[src/rtl/trig_route_pkg.sv]
package trig_route_pkg;

  typedef enum logic {
    DIR_OUTWARD = 1'b0,
    DIR_INWARD  = 1'b1
  } route_dir_e;

  typedef struct packed {
    logic       en;
    route_dir_e dir;
  } line_ctl_t;

  // bit position of a line's enable inside the control word
  function automatic int en_pos(input int lsb, input int line);
    return lsb + 2 * line + 1;
  endfunction

  // bit position of a line's direction inside the control word
  function automatic int dir_pos(input int lsb, input int line);
    return lsb + 2 * line;
  endfunction

endpackage

[src/rtl/trg_rst_sync.sv]
module trg_rst_sync #(
  parameter int STAGES = 2
) (
  input  logic clk,
  input  logic arst_n,
  output logic srst_n
);

  logic [STAGES-1:0] chain_q;
  logic [STAGES-1:0] chain_d;

  always_comb begin
    chain_d = {chain_q[STAGES-2:0], 1'b1};
  end

  always_ff @(posedge clk or negedge arst_n) begin
    if (!arst_n) chain_q <= '0;
    else         chain_q <= chain_d;
  end

  assign srst_n = chain_q[STAGES-1];

endmodule

[src/rtl/trg_ctrl_reg.sv]
module trg_ctrl_reg
  import trig_route_pkg::*;
#(
  parameter int NUM_LINES = 2,
  parameter int REG_W     = 16,
  parameter int CTRL_LSB  = 10
) (
  input  logic                       clk,
  input  logic                       rst_n,
  input  logic                       soft_rst,
  input  logic                       wr_en,
  input  logic [REG_W-1:0]           wr_data,
  output line_ctl_t [NUM_LINES-1:0]  ctl,
  output logic [REG_W-1:0]           rd_data
);

  localparam int CTRL_W = 2 * NUM_LINES;
  localparam logic [REG_W-1:0] CTRL_MASK = REG_W'(((1 << CTRL_W) - 1) << CTRL_LSB);

  line_ctl_t [NUM_LINES-1:0] ctl_q;
  line_ctl_t [NUM_LINES-1:0] ctl_d;
  logic                      load_ce;
  logic                      unused_wr_bits;

  // a write coinciding with a soft reset belongs to an aborted cycle
  assign load_ce        = wr_en && !soft_rst;
  assign unused_wr_bits = ^(wr_data & ~CTRL_MASK);

  always_comb begin
    ctl_d = ctl_q;
    for (int i = 0; i < NUM_LINES; i++) begin
      ctl_d[i].en  = wr_data[en_pos(CTRL_LSB, i)];
      ctl_d[i].dir = route_dir_e'(wr_data[dir_pos(CTRL_LSB, i)]);
    end
  end

  // only the hard reset path clears the control bits
  always_ff @(posedge clk or negedge rst_n) begin
    if (!rst_n)       ctl_q <= '0;
    else if (load_ce) ctl_q <= ctl_d;
  end

  always_comb begin
    rd_data = '0;
    for (int i = 0; i < NUM_LINES; i++) begin
      rd_data[en_pos(CTRL_LSB, i)]  = ctl_q[i].en;
      rd_data[dir_pos(CTRL_LSB, i)] = ctl_q[i].dir;
    end
  end

  assign ctl = ctl_q;

  assert_soft_hold_R7: assert property (@(posedge clk) disable iff (!rst_n)
    soft_rst |=> $stable(ctl_q));

endmodule

[src/rtl/trg_route_fabric.sv]
module trg_route_fabric
  import trig_route_pkg::*;
#(
  parameter int NUM_LINES = 2
) (
  input  line_ctl_t [NUM_LINES-1:0] ctl,
  input  logic [NUM_LINES-1:0]      bp_in,
  input  logic                      trig_in,
  output logic [NUM_LINES-1:0]      bp_drive_en,
  output logic [NUM_LINES-1:0]      bp_drive_data,
  output logic                      trig_out_en,
  output logic                      trig_out_data
);

  logic [NUM_LINES-1:0] outward_req;

  for (genvar g = 0; g < NUM_LINES; g++) begin : g_line
    assign bp_drive_en[g]   = ctl[g].en && (ctl[g].dir == DIR_INWARD);
    assign bp_drive_data[g] = bp_drive_en[g] && trig_in;
    assign outward_req[g]   = ctl[g].en && (ctl[g].dir == DIR_OUTWARD);
  end

  // scan from the top so the lowest requesting line is assigned last
  always_comb begin
    trig_out_en   = 1'b0;
    trig_out_data = 1'b0;
    for (int i = NUM_LINES - 1; i >= 0; i--) begin
      if (outward_req[i]) begin
        trig_out_en   = 1'b1;
        trig_out_data = bp_in[i];
      end
    end
  end

endmodule

[src/rtl/trig_route_ctrl.sv]
module trig_route_ctrl
  import trig_route_pkg::*;
#(
  parameter int NUM_LINES   = 2,
  parameter int REG_W       = 16,
  parameter int CTRL_LSB    = 10,
  parameter int SYNC_STAGES = 2
) (
  input  logic                 clk,
  input  logic                 rst_hard_n,
  input  logic                 soft_rst,
  input  logic                 wr_en,
  input  logic [REG_W-1:0]     wr_data,
  output logic [REG_W-1:0]     rd_data,
  input  logic [NUM_LINES-1:0] bp_in,
  input  logic                 trig_in,
  output logic [NUM_LINES-1:0] bp_drive_en,
  output logic [NUM_LINES-1:0] bp_drive_data,
  output logic                 trig_out_en,
  output logic                 trig_out_data
);

  localparam int CTRL_W = 2 * NUM_LINES;
  localparam logic [REG_W-1:0] CTRL_MASK = REG_W'(((1 << CTRL_W) - 1) << CTRL_LSB);

  logic                      srst_n;
  line_ctl_t [NUM_LINES-1:0] ctl;

  trg_rst_sync #(.STAGES(SYNC_STAGES)) u_rst_sync (
    .clk    (clk),
    .arst_n (rst_hard_n),
    .srst_n (srst_n)
  );

  trg_ctrl_reg #(
    .NUM_LINES (NUM_LINES),
    .REG_W     (REG_W),
    .CTRL_LSB  (CTRL_LSB)
  ) u_ctrl (
    .clk      (clk),
    .rst_n    (srst_n),
    .soft_rst (soft_rst),
    .wr_en    (wr_en),
    .wr_data  (wr_data),
    .ctl      (ctl),
    .rd_data  (rd_data)
  );

  trg_route_fabric #(.NUM_LINES(NUM_LINES)) u_fabric (
    .ctl           (ctl),
    .bp_in         (bp_in),
    .trig_in       (trig_in),
    .bp_drive_en   (bp_drive_en),
    .bp_drive_data (bp_drive_data),
    .trig_out_en   (trig_out_en),
    .trig_out_data (trig_out_data)
  );

  assert_wr_readback_R2: assert property (@(posedge clk) disable iff (!srst_n)
    (wr_en && !soft_rst) |=> (rd_data == ($past(wr_data) & CTRL_MASK)));

  assert_soft_keep_R7: assert property (@(posedge clk) disable iff (!srst_n)
    soft_rst |=> $stable(rd_data));

  assert_idle_out_R8: assert property (@(posedge clk) disable iff (!srst_n)
    !trig_out_en |-> !trig_out_data);

  assert_line0_wins_R6: assert property (@(posedge clk) disable iff (!srst_n)
    (rd_data[en_pos(CTRL_LSB, 0)] && !rd_data[dir_pos(CTRL_LSB, 0)])
      |-> (trig_out_en && (trig_out_data == bp_in[0])));

  for (genvar g = 0; g < NUM_LINES; g++) begin : g_chk
    assert_off_quiet_R3: assert property (@(posedge clk) disable iff (!srst_n)
      !rd_data[en_pos(CTRL_LSB, g)] |-> !bp_drive_en[g]);

    assert_inward_follow_R5: assert property (@(posedge clk) disable iff (!srst_n)
      bp_drive_en[g] |-> (bp_drive_data[g] == trig_in));

    assert_undriven_low_R8: assert property (@(posedge clk) disable iff (!srst_n)
      !bp_drive_en[g] |-> !bp_drive_data[g]);
  end

endmodule

[config.mk]
export PLATFORM = sky130hd
export DESIGN_NAME = trig_route_ctrl
export DESIGN_NICKNAME = d
export VERILOG_FILES = /design/src/rtl/trig_route_pkg.sv /design/src/rtl/trg_rst_sync.sv /design/src/rtl/trg_ctrl_reg.sv /design/src/rtl/trg_route_fabric.sv /design/src/rtl/trig_route_ctrl.sv
export SDC_FILE = /design/constraint.sdc
export NUM_CORES = 1
export LEC_CHECK = 0
export ABC_AREA = 1
export CAP_MARGIN = 20
export CORE_ASPECT_RATIO = 0.8
export CORE_MARGIN = 8
export CORE_UTILIZATION = 22
export DETAILED_ROUTE_END_ITERATION = 8
export GPL_TIMING_DRIVEN = 0
export PLACE_DENSITY = 0.72
export REMOVE_ABC_BUFFERS = 1
export SLEW_MARGIN = 5
export SYNTH_ARGS = -nofsm -noshare
export SYNTH_HDL_FRONTEND = slang
export SYNTH_SLANG_ARGS = --single-unit
[constraint.sdc]
create_clock -name clk -period 0.8 [get_ports clk]
set_input_delay 0.12 -clock clk [delete_from_list [all_inputs] [get_ports clk]]
set_output_delay 0.12 -clock clk [all_outputs]
set_load 0.005 [all_outputs]
## After elaboration in Yosys (flattened, before gate mapping)

Index checks and enable logic that the tools add are counted.

- Muxes and demuxes: 4
- Bitwise operators: 2
- Reductions and logical operators: 8

Operators with widths:

| operator | number |
|---|---|
| 1-bit logical AND | 7 |
| 1-bit 2-to-1 mux | 4 |
| 1-bit inverter | 2 |
| 1-bit logical NOT | 1 |

- Logic and storage cells: 19
- Bits of input ports: 23
- Flip-flop bits (word level): 6
- Output and inout port bits: 22

## Longest topological paths before layout

Gate-level depths: netlist of the first run.

- Depth after elaboration: 4
- Mapped depth: 4
- Depth with buffers taken out: 4

## Modules after synthesis

A second synthesis of the first run with hierarchy kept.

- Cell total of the unflattened synthesis: 53
- Area total of the unflattened synthesis: 400.4 sq um

By module, submodules not included:

| module | cells an instance | instances | area each (sq um) | seq. area each (sq um) |
|---|---|---|---|---|
| trg_ctrl_reg | 35 | 1 | 284.0 | 100.1 |
| trg_route_fabric | 15 | 1 | 62.6 | 0.0 |
| trg_rst_sync | 3 | 1 | 53.8 | 50.0 |

## Worst setup path after synthesis of the first run

Ideal clock, no wire load.

- Path kind: reg-to-output
- Start point: register u_ctrl.ctl_q (netlist bit u_ctrl.ctl[0])
- End point: output trig_out_data
- Buffers on the path: 0
- Data required time: 0.680 ns
- Cell stages (with the launch flop): 5
- Setup slack: 0.037 ns
- Data arrival time: 0.643 ns
- Cells stage by stage: dfrtp_1 > inv_1 > nand2_1 > nand3_1 > nand2_1

- Word-level cells in the longest chain between the ends: 3

RTL lines:

| element | RTL line | RTL |
|---|---|---|
| from (decl) | trg_ctrl_reg.sv:20 | `line_ctl_t [NUM_LINES-1:0] ctl_q;` |
| from (signal assigned) | trg_ctrl_reg.sv:40 | `else if (load_ce) ctl_q <= ctl_d;` |
| 1-bit inverter | trg_route_fabric.sv:20 | `assign outward_req[g] = ctl[g].en && (ctl[g].dir == DIR_OUTWARD);` |
| 1-bit logical AND | trg_route_fabric.sv:20 |  |
| 1-bit 2-to-1 mux | trg_route_fabric.sv:28 | `if (outward_req[i]) begin` |
| to (decl) | trig_route_ctrl.sv:20 | `output logic trig_out_data` |

Every way passes these cells.

## Final worst setup path of the first run

- Start point: register u_ctrl.ctl_q (netlist bit u_ctrl.ctl[2])
- End point: output trig_out_data

- Word-level cells in the longest chain between the ends: 4

RTL lines:

| element | RTL line |
|---|---|
| 1-bit inverter | trg_route_fabric.sv:20 |
| 1-bit logical AND | trg_route_fabric.sv:20 |
| 1-bit 2-to-1 mux (2 in a row) | trg_route_fabric.sv:28 |

Every way passes these cells.

==> out/metrics.yaml, run 1 <==
global_route:
  grtUsageMet1_pct: 6.52
  grt_usage_pct: 6.20
  grt-busiest-layer: "met2"
  grt_use_met2_pct: 9.28
  grt_pass1_vias: 347
  grt-ovfl-total: 0
  grt_max_degree: 6
  globalRouteMet3Util_pct: 3.19
  antenna_found_initial: 0
  grt_pass1_wl_um: 1440
run_status:
  violations: "setup timing"
  status: "finished, violations left"
yosys:
  synth-edff-count: 0
  synth-main-ff-cell: "dfrtp_1"
  yosys.area.top_type_share_pct: 40.8
  synthArstFlopShare_pct: 100
  synth_seq_cells: 6
  yosysWarnings: 0
  ys_seq_area_share_pct: 40.8
  synth_commonest_cells: "buf_4 (12), nand2_1 (12), dfrtp_1 (6), inv_1 (6), nand3_1 (6)"
  syn-instance-count: 49
  ys_types: 9
  syn_avg_cell_area_um2: 7.51
  post-synth-top-area-cell: "dfrtp_1"
  synth_area_um2: 368
  synth_area_leaders: "dfrtp_1 (41%), buf_4 (24%), nand2_1 (12%)"
floorplanning:
  num_rows: 13
  die_h_um: 52.6
  die_w_um: 61.7
  io_pins: 45
  die_area_um2: 3240
  coreArea_um2: 1590
  start_util_pct: 23.1
clock_tree:
  cts_buffers: 3
  cts_tree: "built"
  insertion_delay_ps: 240
  cts_num_sinks: 6
  cts_buffer_depth: 2
  cts-root-buf: "clkbuf_4"
  clkTransAtPathRegs_ps: 40
  htreeDepth: 1
placement:
  gp_congestion: 0.713
  io_buffers: 20
  place_hpwl_um: 841
  place_area_um2: 547
power:
  leakagePower_nw: 0.374
  vdd_drop_max_v: 0.000606
  power_density_nw_per_um2: 1540
timing:
  min_period_ps: 1170
  max_freq_mhz: 856
  period_share_pct: 146
  skew_ps: 2.33
  setup_viol: 11
  drv_slew: 0
  fin_ws_ps: -368
  final-hold-violation-count: 0
  rsz0062_at_grt: "true"
critical_path:
  ff2ff_path_depth: 4
  crit_type: "flip-flop to output pin"
  reg2reg_from: "u_ctrl.ctl[1]"
  worst-path-max-fanout: 3
  cp-start-kind: "flip-flop"
  crit_arrival_ps: 1050
  cp.required_ps: 680
  endpoint_kind: "output pin"
  crit_path_start: "u_ctrl.ctl[2]"
drt:
  viasPerCell: 3.61
  post_drt_wl_per_cell_um: 10.1
  drt-total-wl_um: 1030
  ant_nets: 0
  drc_errors: 0
  dr.pass1.iters: 4
  num_vias: 368
  drtIter0Drc: 2
layout:
  fillers: 188
  finalInstanceArea_um2: 646
  diodes: 0
  drive_gt1_share_pct: 36.3
  area_delta_synth_final_pct: 75.5
  utilization_pct: 40.5
  fin_nets: 105
min_path:
  hp-class: "input pin to asynchronous set/reset pin"
flow_run:
  cap_violations: 0
==> stage by stage <==
stage / hold WS, ps / power (mW) / setup WS (ps) / setup TNS, ps / std cells
3_5_place_dp: 62.1 / 0.634 / -563 / -4530 / 90
4_1_cts: 26.3 / 1.02 / -391 / -2910 / 102
6_report: 38.3 / 0.997 / -368 / -2720 / 102
2_1_floorplan: -176 / 0.450 / 37.2 / 0 / 48
3_3_place_gp: 50.2 / 0.629 / -535 / -4380 / 90
5_1_grt: 42.6 / 1.07 / -439 / -3310 / 102
==> logic make-up (layout without fill, tap and decap cells) <==
logic type,count (synthesis),after routing,synth area share (%)
other,2,13,2.04
DFF,6,6,40.8
AOI/OAI and AO/OA,1,1,1.36
buffers and inverters,18,38,30.6
and+or+nand+nor,22,22,25.2
==> final timing paths <==
| path | end | slack, ps |
|---|---|---|
| max | trig_out_data | -370 |
| min | u_rst_sync.chain_q[0] | 40 |
| max reg2reg | u_ctrl.ctl[1] | -70 |
| min reg2reg | u_ctrl.ctl[2] | 60 |
| max in group asynchronous | u_ctrl.ctl[1] | 580 |
| min in group clk | u_ctrl.ctl[2] | 240 |
==> final cells by class <==
cell class	count	area [um2]	share of cell area [%]
clock buffer	3	22.5	3.49
multi-input combinational	36	169	26.2
sequential	6	150	23.3
tap	22	27.5	4.26
inverter	6	25.0	3.88
timing repair buffer	29	251	39.0
==> sequential cells by signal, indices dropped and copies added (netlist names) <==
| name | flops |
|---|---|
| u_rst_sync.chain_q | 2 |
| u_ctrl.ctl | 4 |
==> placed cells by master (no fill, tap or decap) <==
cell,count
nor2_1,2
dfrtp_1,6
buf_2,8
buf_4,4
clkbuf_4,3
nand3_2,1
buf_6,6
nand2_2,2
o21ai_0,1
inv_1,4
nand2_1,10
clkdlybuf4s50_1,9
nand2_4,1
nor2_4,1
inv_4,1
conb_1,13
dlymetal6s2s_1,1
inv_2,1
nand3_1,5
clkdlybuf4s15_2,1
==> power breakdown <==
| part | internal [mW] | switching [mW] | leakage (nW) |
|---|---|---|---|
| combinational | 0.215 | 0.149 | 0.288 |
| clock | 0.169 | 0.102 | 0.0138 |
| sequential | 0.335 | 0.0273 | 0.0728 |
| total | 0.720 | 0.278 | 0.374 |
==> repair_timing <==
action | 4_1_cts | 5_1_grt
setup buffers | 9 | 0
pin swaps | 4 | 3
endpoints found under the setup margin | 10 | 12
gates resized for setup | 52 | 3
hold buffers | 0 | 0
==> worst max-delay path, cell delays in order, from the launching register on <==
cell	delay (ps)
dfrtp_1	400
buf_6	130
nor2_4	70
nand3_2	60
nand2_1	50
buf_2	100
==> routing by layer <==
metal  wire length, um  vias up  share of wire, %
met3               117        0                11
met2               508       19                49
met1               408      165                39
met5                 0        -                 0
li1                  -      184                 -
met4                 0        0                 0
Power figures use the tool's default switching activity.
==> inputs of run 2 (changes only) <==
--- a/config.mk
+++ b/config.mk
@@ -8,7 +8,6 @@
 export ABC_AREA = 1
 export CAP_MARGIN = 20
 export CORE_ASPECT_RATIO = 0.8
-export CORE_MARGIN = 8
 export CORE_UTILIZATION = 22
 export DETAILED_ROUTE_END_ITERATION = 8
 export GPL_TIMING_DRIVEN = 0
==> constraint.sdc (replaced) <==
create_clock -name clk -period 0.8 [get_ports clk]
set_input_delay 0.08 -clock clk [delete_from_list [all_inputs] [get_ports clk]]
set_output_delay 0.08 -clock clk [all_outputs]
set_load 0.005 [all_outputs]
==> out/metrics.yaml, run 2 (synthesis results as in run 1) <==
clock_tree:
  cts_num_sinks: 6
  cts_tree: "built"
  cts-root-buf: "clkbuf_4"
  clkTransAtPathRegs_ps: 40
  cts_buffer_depth: 2
  htreeDepth: 1
  insertion_delay_ps: 240
  cts_buffers: 3
critical_path:
  slowest_delay_ps: 400
  crit_type: "flip-flop to output pin"
  crit_arrival_ps: 1030
  worst-path-max-fanout: 3
  cpMaxStageDelayCell: "dfrtp_1"
  r2r_slack_ps: -60
  endpoint_kind: "output pin"
  crit_chain: "buf_6, nand2_4, nand3_2, nand2_1, buf_2"
  cp-start-kind: "flip-flop"
  cp.required_ps: 720
layout:
  multi_input_area_um2: 176
  area_delta_synth_final_pct: 73.8
  fin_nets: 105
  regArea_um2: 150
  largest_reg_flops: 4
  fillers: 173
  final_common_cell: "conb_1"
  diodes: 0
  drive_gt1_share_pct: 37.5
  layout_common_cells: "conb_1 (13), nand2_1 (10), clkdlybuf4s50_1 (10)"
run_status:
  status: "finished, violations left"
  violations: "setup timing"
floorplanning:
  die_h_um: 38.6
  num_rows: 12
  start_util_pct: 25.0
  die_area_um2: 1840
  coreArea_um2: 1470
  die_w_um: 47.7
  io_pins: 45
power:
  power_mw: 0.981
  power_frac_seq_pct: 36.8
  power_density_nw_per_um2: 1530
  p_sw_mw: 0.274
  p_int_mw: 0.707
  pwr-share-clk_pct: 27.5
  vdd_drop_max_v: 0.000749
  pwr-share-comb_pct: 35.7
  swShare_pct: 27.9
  leakagePower_nw: 0.364
timing:
  period_share_pct: 139
  skew_ps: 1.46
  setup_viol: 11
  drv_slew: 0
  whs_ps: 13.7
  fin_ws_ps: -310
  rsz0062_at_grt: "true"
  max_freq_mhz: 901
  min_period_ps: 1110
  final-hold-violation-count: 0
placement:
  io_buffers: 20
  place_hpwl_um: 632
  gp_congestion: 0.668
global_route:
  antenna_found_initial: 0
  grt-busiest-layer: "met2"
  grt_usage_pct: 9.82
  globalRouteMet3Util_pct: 3.74
  grt-ovfl-total: 0
  grt_pass1_vias: 322
  grt_pass1_wl_um: 1190
  grt_max_degree: 6
  grtUsageMet1_pct: 10.0
  grt_use_met2_pct: 16.6
drt:
  drt-total-wl_um: 779
  viasPerCell: 3.56
  num_vias: 360
  ant_nets: 0
  dr.pass1.iters: 4
  drc_errors: 0
  post_drt_wl_per_cell_um: 7.71
  drtIter0Drc: 7
flow_run:
  cap_violations: 0
min_path:
  hp-class: "input pin to asynchronous set/reset pin"
==> run 2: cell types whose count changed in the layout (fill, tap and decap cells not counted), sizes merged <==
| cell | delta |
|---|---|
| buf | -1 |
| clkbuf | +2 |
| clkdlybuf4s15 | -1 |
| clkdlybuf4s50 | +1 |
| dlymetal6s2s | -1 |
==> run 2: worst max-delay path: cells and delay by family, from the launching register on <==
kind,cells,cell delay [ps]
flops,1,400
buf+inv,2,230
simple gates,3,170
==> run 2: power by group through the flow <==
stage	sequential (mW)	combinational (mW)	clock [mW]
6_report	0.361	0.350	0.270
5_1_grt	0.366	0.391	0.301
4_1_cts	0.358	0.348	0.281
3_5_place_dp	0.375	0.255	0
3_3_place_gp	0.372	0.251	0
2_1_floorplan	0.370	0.0800	0
==> run 2: layout make-up <==
type,count,share of cell area (%)
Timing Repair Buffer,29,37.4
Multi-Input combinational cell,36,27.6
Sequential cell,6,23.5
Tap cell,21,4.11
Inverter,6,3.91
Clock buffer,3,3.52
==> run 2: final timing paths <==
kind	from	to	cells after the start
max	u_ctrl.ctl[1]	trig_out_data	5
min	rst_hard_n	u_rst_sync.chain_q[0]	1
max reg2reg	u_ctrl.ctl[3]	u_ctrl.ctl[3]	4
min reg2reg	u_rst_sync.chain_q[1]	u_ctrl.ctl[3]	0
max in group asynchronous	u_rst_sync.chain_q[1]	u_ctrl.ctl[1]	0
min in group clk	u_rst_sync.chain_q[0]	u_rst_sync.chain_q[1]	0
==> run 2: timing repair <==
| item | 4_1_cts | 5_1_grt |
|---|---|---|
| pin swaps | 4 | 1 |
| buffers inserted | 9 | 0 |
| hold buffers | 0 | 0 |
| setup endpoints to repair | 10 | 11 |
| gates resized for setup | 49 | 6 |
==> run 2: through the flow <==
stage | setup TNS [ps] | setup slack [ps] | util [%] | area (um2) | cells
5_1_grt | -2920 | -385 | 43.5 | 639 | 101
2_1_floorplan | 0 | 77.2 | - | 319 | 48
4_1_cts | -2580 | -316 | 43.1 | 634 | 101
3_5_place_dp | -3770 | -478 | 37.1 | 546 | 89
3_3_place_gp | -3610 | -443 | 37.1 | 546 | 89
6_report | -2340 | -310 | 43.5 | 639 | 101
==> run 2: layer usage <==
layer | up-vias | wire (um)
met2 | 24 | 407
met5 | - | 0
met3 | 0 | 95
met1 | 152 | 276
li1 | 184 | -
met4 | 0 | 0
==> inputs of run 3 (changes only) <==
--- a/config.mk
+++ b/config.mk
@@ -7,12 +7,12 @@
 export LEC_CHECK = 0
 export ABC_AREA = 1
 export CAP_MARGIN = 20
-export CORE_ASPECT_RATIO = 0.8
-export CORE_UTILIZATION = 22
+export CORE_UTILIZATION = 25
 export DETAILED_ROUTE_END_ITERATION = 8
 export GPL_TIMING_DRIVEN = 0
-export PLACE_DENSITY = 0.72
+export PLACE_DENSITY = 0.78
 export REMOVE_ABC_BUFFERS = 1
+export SETUP_SLACK_MARGIN = 0.05
 export SLEW_MARGIN = 5
 export SYNTH_ARGS = -nofsm -noshare
 export SYNTH_HDL_FRONTEND = slang
==> constraint.sdc (replaced) <==
create_clock -name clk -period 1.2 [get_ports clk]
set_input_delay 0.12 -clock clk [delete_from_list [all_inputs] [get_ports clk]]
set_output_delay 0.12 -clock clk [all_outputs]
set_load 0.005 [all_outputs]
==> out/metrics.yaml, run 3 (synthesis results as in run 1) <==
clock_tree:
  insertion_delay_ps: 250
  cts_num_sinks: 6
  htreeDepth: 1
  postCtsHoldBufs: 0
  clkTransAtPathRegs_ps: 50
  cts_buffer_depth: 2
  cts_buffers: 3
  cts_tree: "built"
  cts-root-buf: "clkbuf_4"
floorplanning:
  io_pins: 45
  die_h_um: 40.4
  coreArea_um2: 1330
  die_w_um: 40.4
  start_util_pct: 27.6
  num_rows: 13
  die_area_um2: 1630
placement:
  io_buffers: 20
  gp_congestion: 0.594
  placed_cells: 83
  place_hpwl_um: 531
timing:
  max_freq_mhz: 854
  fin_setup_tns_ps: 0
  setup_viol: 0
  min_period_ps: 1170
  drv_slew: 0
  rsz0062_at_grt: "true"
  final-hold-violation-count: 0
  period_share_pct: 97.6
  skew_ps: 0.757
global_route:
  grt_pass1_vias: 299
  grt_usage_pct: 10.6
  grt_pass1_wl_um: 1080
  grt-ovfl-total: 0
  antenna_found_initial: 0
  grt_max_degree: 6
power:
  vdd_drop_max_v: 0.000457
  leakagePower_nw: 0.363
  power_density_nw_per_um2: 1050
layout:
  regArea_um2: 150
  fin_nets: 106
  largest_reg_flops: 4
  fillers: 145
  area_delta_synth_final_pct: 69.7
  multi_input_area_um2: 159
  final_cells: 96
  final_common_cell: "conb_1"
  diodes: 0
  drive_gt1_share_pct: 30.9
  layout_common_cells: "conb_1 (13), nand2_1 (10), clkdlybuf4s50_1 (10)"
drt:
  dr_wl_met2_um: 381
  num_vias: 386
  drtIter0Drc: 5
  top_layer: "met4"
  ant_nets: 0
  post_drt_wl_per_cell_um: 7.92
  viasPerCell: 4.02
  drc_errors: 0
  wl_met1_um: 259
  wl_met3_um: 92
  drt-total-wl_um: 760
  dr.pass1.iters: 4
min_path:
  hp-class: "input pin to asynchronous set/reset pin"
critical_path:
  ff2ff_path_depth: 5
  crit_arrival_ps: 1050
  rr_endpoint: "u_ctrl.ctl[2]"
  reg2reg_from: "u_ctrl.ctl[2]"
  endpoint_kind: "output pin"
  worst-path-max-fanout: 3
  cp.required_ps: 1080
  r2r_slack_ps: 210
  crit_end: "trig_out_data"
  crit_path_start: "u_ctrl.ctl[1]"
  cp-start-kind: "flip-flop"
  crit_type: "flip-flop to output pin"
run_status:
  status: "finished clean"
flow_run:
  cap_violations: 0
[run 3: critical path, cell delays in order, from the launching register on]
cell	delay [ps]
dfrtp_1	390
buf_6	130
nand2_4	60
nand3_1	60
nand2_1	50
clkbuf_2	100
[run 3: repair_timing]
action | in CTS | in global routing
buffers inserted | 10 | 2
hold endpoints to repair | 0 | 0
endpoints found under the setup margin | 10 | 3
resized for setup | 32 | 7
pin swaps | 3 | 4
[run 3: stage by stage]
step | power, mW | instance area [um2] | hold slack (ps) | utilization, % | setup WS (ps)
floorplan | 0.300 | 319 | -176 | - | 437
global route | 0.700 | 624 | 32.9 | 46.8 | -11.9
detailed placement | 0.418 | 538 | 58.5 | 40.3 | -151
finish | 0.655 | 624 | 30.7 | 46.8 | 29.4
CTS | 0.648 | 611 | 26.1 | 45.8 | -73.9
global placement | 0.414 | 538 | 50.0 | 40.3 | -131
[run 3: area by class of cell]
class,instances,area share [%]
multi-input cells,36,25.5
clock buffers,3,3.61
repair buffers,30,40.3
inverters,6,3.61
well taps,15,3.01
flip-flops and latches,6,24.0
[run 3: worst min path at each step]
stage          depth (start not counted)  slack, ps               endpoint
5_1_grt                                1         30  u_rst_sync.chain_q[0]
6_report                               1         30  u_rst_sync.chain_q[0]
3_5_place_dp                           0         60          u_ctrl.ctl[2]
3_3_place_gp                           0         50          u_ctrl.ctl[3]
2_1_floorplan                          0       -180  u_rst_sync.chain_q[0]
4_1_cts                                1         30  u_rst_sync.chain_q[0]
[run 3: where the power goes]
group | internal (mW) | switching, mW
clock | 0.113 | 0.0772
combinational | 0.135 | 0.0892
sequential | 0.223 | 0.0169
[run 3: per-layer routing]
metal,global-route usage (%),up-vias
met3,3.33,3
met4,10.0,0
met5,0,-
met1,10.8,171
li1,-,186
met2,16.7,26
